--- config.mk ---
export PLATFORM = sky130hd
export DESIGN_NAME = regload_seq
export DESIGN_NICKNAME = d
export VERILOG_FILES = /design/src/rtl/regload_seq.sv
export SDC_FILE = /design/constraint.sdc
export NUM_CORES = 1
export LEC_CHECK = 0
export BUFFER_PORTS_ARGS = -buffer_cell sky130_fd_sc_hd__buf_2
export CAP_MARGIN = 5
export CELL_PAD_IN_SITES_DETAIL_PLACEMENT = 0
export CELL_PAD_IN_SITES_GLOBAL_PLACEMENT = 1
export CORE_MARGIN = 3
export CORE_UTILIZATION = 40
export CTS_BUF_LIST = sky130_fd_sc_hd__clkbuf_8
export DETAILED_ROUTE_END_ITERATION = 6
export HOLD_SLACK_MARGIN = 0.06
export PLACE_DENSITY = 0.79
export SKIP_CTS_REPAIR_TIMING = 1
export SLEW_MARGIN = 20
export SYNTH_ARGS = -nofsm -noshare
export SYNTH_HDL_FRONTEND = slang
export SYNTH_SLANG_ARGS = --single-unit
--- constraint.sdc ---
create_clock -name clk -period 2.5 [get_ports clk]
set_input_delay 0.25 -clock clk [delete_from_list [all_inputs] [get_ports clk]]
set_output_delay 0.25 -clock clk [all_outputs]
set_load 0.01 [all_outputs]
--- src/rtl/regload_seq.sv ---
module regload_seq #(
  parameter int AW    = 24,
  parameter int LISTW = 16
) (
  input  logic                   clk,
  input  logic                   rst_n,
  input  logic                   start,
  input  logic                   to_regs,
  input  logic                   long_sz,
  input  logic                   post_inc,
  input  logic [$clog2(LISTW)-2:0] base_reg,
  input  logic [LISTW-1:0]       reg_list,
  input  logic [AW-1:0]          base_addr,
  output logic                   bus_req,
  output logic [AW-1:0]          bus_addr,
  input  logic                   bus_ack,
  input  logic [15:0]            bus_rdata,
  output logic                   rf_we,
  output logic [$clog2(LISTW)-1:0] rf_idx,
  output logic [31:0]            rf_data,
  output logic                   busy,
  output logic                   done
);
  localparam int IW = $clog2(LISTW);

  typedef enum logic [1:0] {S_IDLE, S_READ, S_WBACK} state_t;

  state_t          st;
  logic [LISTW-1:0] pend;
  logic [AW-1:0]   addr;
  logic            is_long, pinc, second;
  logic [IW-2:0]   breg;
  logic [15:0]     hi_word;
  logic [IW-1:0]   cur_idx;
  logic [LISTW-1:0] pend_next;

  always_comb begin
    cur_idx = '0;
    for (int i = LISTW - 1; i >= 0; i--)
      if (pend[i]) cur_idx = IW'(i);
  end

  assign pend_next = pend & (pend - 1'b1);
  assign bus_req   = (st == S_READ);
  assign bus_addr  = addr;
  assign busy      = (st != S_IDLE);

  always_ff @(posedge clk) begin
    if (!rst_n) begin
      st      <= S_IDLE;
      pend    <= '0;
      addr    <= '0;
      is_long <= 1'b0;
      pinc    <= 1'b0;
      second  <= 1'b0;
      breg    <= '0;
      hi_word <= '0;
      rf_we   <= 1'b0;
      rf_idx  <= '0;
      rf_data <= '0;
      done    <= 1'b0;
    end else begin
      rf_we <= 1'b0;
      done  <= 1'b0;
      case (st)
        S_IDLE: if (start && to_regs) begin
          addr    <= base_addr;
          pend    <= reg_list;
          is_long <= long_sz;
          pinc    <= post_inc;
          breg    <= base_reg;
          second  <= 1'b0;
          if (reg_list == '0) done <= 1'b1;
          else                st   <= S_READ;
        end
        S_READ: if (bus_ack) begin
          addr <= addr + AW'(2);
          if (is_long && !second) begin
            hi_word <= bus_rdata;
            second  <= 1'b1;
          end else begin
            second  <= 1'b0;
            rf_we   <= 1'b1;
            rf_idx  <= cur_idx;
            rf_data <= is_long ? {hi_word, bus_rdata} : {{16{bus_rdata[15]}}, bus_rdata};
            pend    <= pend_next;
            if (pend_next == '0) begin
              if (pinc) st <= S_WBACK;
              else begin
                st   <= S_IDLE;
                done <= 1'b1;
              end
            end
          end
        end
        S_WBACK: begin
          rf_we   <= 1'b1;
          rf_idx  <= {1'b1, breg};
          rf_data <= 32'(addr);
          st      <= S_IDLE;
          done    <= 1'b1;
        end
        default: st <= S_IDLE;
      endcase
    end
  end

  assert_accept_busy_R1: assert property (@(posedge clk) disable iff (!rst_n)
    (start && to_regs && !busy && reg_list != '0) |=> busy);

  assert_ignore_wrong_dir_R1: assert property (@(posedge clk) disable iff (!rst_n)
    (!busy && !(start && to_regs)) |=> (!busy && !done && !rf_we));

  assert_addr_step_R3: assert property (@(posedge clk) disable iff (!rst_n)
    (bus_req && bus_ack) |=> (!bus_req || bus_addr == $past(bus_addr) + AW'(2)));

  assert_hold_until_ack_R6: assert property (@(posedge clk) disable iff (!rst_n)
    (bus_req && !bus_ack) |=> (bus_req && $stable(bus_addr)));

  assert_done_pulse_R9: assert property (@(posedge clk) disable iff (!rst_n)
    done |=> !done);

  assert_done_idle_R9: assert property (@(posedge clk) disable iff (!rst_n)
    done |-> !busy);

endmodule

==> summary.md <==
| Metric | Value |
|---|---|
| Buffers on Ports | `129` |
| CTS H-tree lvls | `3` |
| Drt pass-1 iters | `5` |
| Crit end category | `register` |
| GP Congestion | `0.867` |
| Synthesized area per cell | `7.68 um2` |
| Most frequent cells in the layout | `buf_2, nand2_1, dfxtp_1` |
| Ratio of cells with drive above 1 in the final layout | `approximately 24%` |
| CP required | `2.79 ns` |
| Core outline area | `12300 um2` |
| Worst R2R End | `bus_addr[5]` |
| Max_cap viols | `0` |
| Async SR Flop Fraction | `0%` |
| Register area share after synthesis | `39.7%` |
| DR vias/cell | `5.52` |
| Die ar. | `14300 um2` |
| Time the worst path needs with I/O delays and setup | `2.15 ns` |
| Syn_nets | `741` |
| Synth cell types | `57` |
| Initial Util | `41.8%` |
| Count of final max-slew check failures | `0` |
| DR WL/cell | `17.4 um` |
| Antenna violations before repair | `0` |
| Nets@finish | `849` |
| Final period utilization | `86.1%` |
| Mapped Area | `5150 um2` |
| RSZ-0062 raised after global routing | `false` |
| Post-route ant nets | `0` |
| DR vias | `5246` |
| # IOs | `130` |
| Total grt overflow | `0` |
| Peak VDD IR | `0.249 mV` |
| First-pass GRT wire length | `26600 um` |
| GRT Total Usage | `23.2%` |
| Root Buffer Master | `clkbuf_8` |
| Yosys reg bits | `approximately 100` |
| Slowest stage cell, crit path | `dfxtp_1` |
| Iteration-0 DRC Markers | `437` |
| Antenna diode count | `0` |
| Largest net degree at the start of global routing | `52` |
| Fmax | `0.465 GHz` |
| Worst-path clk slew | `0.10 ns` |
| GRT busiest layer | `met1` |
| Crit-path max FO | `15` |
| R2r worst-path depth | `8` |
| Min-delay worst type | `in -> reg` |
| Setup total negative slack | `0 ns` |
| Buffer levels on the longest clock path | `2` |
| Gate Count Post-Synth | `670` |
| Width of the die | `119 um` |
| Worst path cell trace | `inv_1 -> ha_1 -> nand3_1 -> buf_4 -> nor2_1 -> buf_4 -> nor3_1 -> a311oi_1` |
| Worst skew pair latency | `0.37 ns` |
| Leakage | `2.45 nW` |
| Worst-Margin Slew | `0.696 ns` |
| Utilization after layout | `50.0%` |
| Clk sink count | `102` |
| Pwr/cell area | `632 nW/um2` |
| Cell depth of the worst hold path | `3` |
| Max incr delay on CP | `roughly 0.37 ns` |
| Dpl hpwl | `12100 um` |
| R2R Setup Slk | `between 0.3 and 0.4 ns` |
| Met1 global-route usage | `between 30% and 40%` |
| Clock skew | `0.0106 ns` |
| Number of synthesized flops with an enable pin | `0` |
| Fin area | `6160 um2` |
| Leading cell type in the layout, fill and taps excluded | `buf_2` |
| Die height | `119 um` |
| Finish-stage setup viols | `0` |
| Routed wire length | `16500 um` |
| RR Startpoint | `st[0]` |
| CP startpoint | `st[0]` |
| Routing usage on met2 | `34.3%` |
| Crit path DAT | `2.44 ns` |
| Total CTS buffers | `9` |
| Cell mode on critical path | `buf_4` |
| Startpoint types | `register` |
| Final hold violation count | `0` |
| WS Path Type | `reg -> reg` |
| Layout area overhead | `19.7%` |
| Placement Cell Area | `about 6000 um2` |
| Fin Hold WS | `0.105 ns` |
| Status | `finished, final reports clean` |
| Top FF cell, synth | `dfxtp_1` |
| Tot Pwr | `roughly 3.9 mW` |
| Row count | `40` |
| Met3 Usage GRT | `3.70%` |
| Vias in the first global route | `4972` |
| Worst Setup EP | `bus_addr[5]` |
| Drc violations | `0` |
| Slew HR | `52.4%` |
| TritonCTS clock tree | `done` |
| Synth warn | `0` |
==> metal layers <==
| metal | up-vias | wire length (um) |
|---|---|---|
| met1 | 2441 | 8260 |
| li1 | 2631 | - |
| met3 | 18 | 905 |
| met5 | - | 0 |
| met4 | 0 | 214 |
| met2 | 156 | 7150 |
==> sequential cells by signal, indices dropped and copies added (netlist names), 2 cells and up <==
register,count
rf_idx,4
hi_word,16
bus_addr,24
st,2
pend,16
breg,3
rf_data,32
==> report_power, final <==
| part | leakage (nW) | total [mW] | switching (mW) | internal (mW) |
|---|---|---|---|---|
| registers | 0.832 | 1.90 | 0.145 | 1.76 |
| logic | 1.53 | 0.999 | 0.598 | 0.401 |
| clock network | 0.0957 | 0.989 | 0.600 | 0.389 |
==> layout make-up <==
type                    count  area, um2
clock buffers              10        138
fillers                  1290       6150
flip-flops and latches    102       2040
multi-input cells         497       2820
repair buffers            157        868
inverters                  11       41.3
well taps                 168        210
clock inverters             6       37.5
==> worst max-delay path, delay by kind of cell (launching register included) <==
| kind | cells | cell delay [ns] |
|---|---|---|
| buffers and inverters | 3 | 0.62 |
| DFF | 1 | 0.37 |
| adders and majority gates | 1 | 0.28 |
| AOI/OAI and AO/OA | 1 | 0.20 |
| and+or+nand+nor | 3 | 0.60 |
==> how the worst min path moves through the flow <==
stage | to | slack [ns] | startpoint
floorplan | breg[1] | 0.39 | base_reg[1]
global placement | rf_data[29] | 0.44 | rf_data[29]
detailed placement | rf_data[28] | 0.44 | rf_data[28]
CTS | breg[2] | 0.09 | base_reg[2]
global route | breg[2] | 0.10 | base_reg[2]
finish | breg[2] | 0.10 | base_reg[2]
==> cell usage after synthesis (4+ instances only) <==
| library cell | count | share of area, % |
|---|---|---|
| nor4_1 | 5 | 0.61 |
| mux2i_1 | 20 | 3.9 |
| and4_1 | 4 | 0.68 |
| clkbuf_1 | 46 | 3.4 |
| or3_1 | 9 | 1.1 |
| dfxtp_1 | 102 | 40 |
| o31ai_1 | 4 | 0.58 |
| nand4_1 | 9 | 1.1 |
| a31oi_1 | 12 | 1.5 |
| nand3_1 | 15 | 1.5 |
| nor3_1 | 8 | 0.78 |
| o221a_2 | 7 | 1.5 |
| buf_2 | 7 | 0.68 |
| o21ai_0 | 36 | 3.5 |
| nor2b_1 | 6 | 0.73 |
| a211oi_1 | 27 | 3.9 |
| nand2_1 | 110 | 8.0 |
| inv_1 | 10 | 0.73 |
| nor2_1 | 67 | 4.9 |
| ha_1 | 5 | 1.2 |
| a41oi_1 | 5 | 0.85 |
| a21oi_1 | 89 | 8.7 |
| and3_1 | 6 | 0.73 |
| a22oi_1 | 10 | 1.5 |
==> cell families (layout without fill, tap and decap cells) <==
kind of cell	Yosys count	count (layout)	share of synthesized area, %
DFF	102	102	39.7
buffers and inverters	71	184	5.79
and+or+nand+nor	248	248	21.9
muxes	20	20	3.89
AOI/OAI and AO/OA	223	223	27.4
adders and majority gates	6	6	1.41
==> per-stage QoR <==
step,cells,worst slack [ns]
floorplan,670,0.456
global placement,935,0.428
detailed placement,935,0.386
CTS,951,0.363
global route,951,0.141
finish,951,0.347
Power figures use the tool's default switching activity.
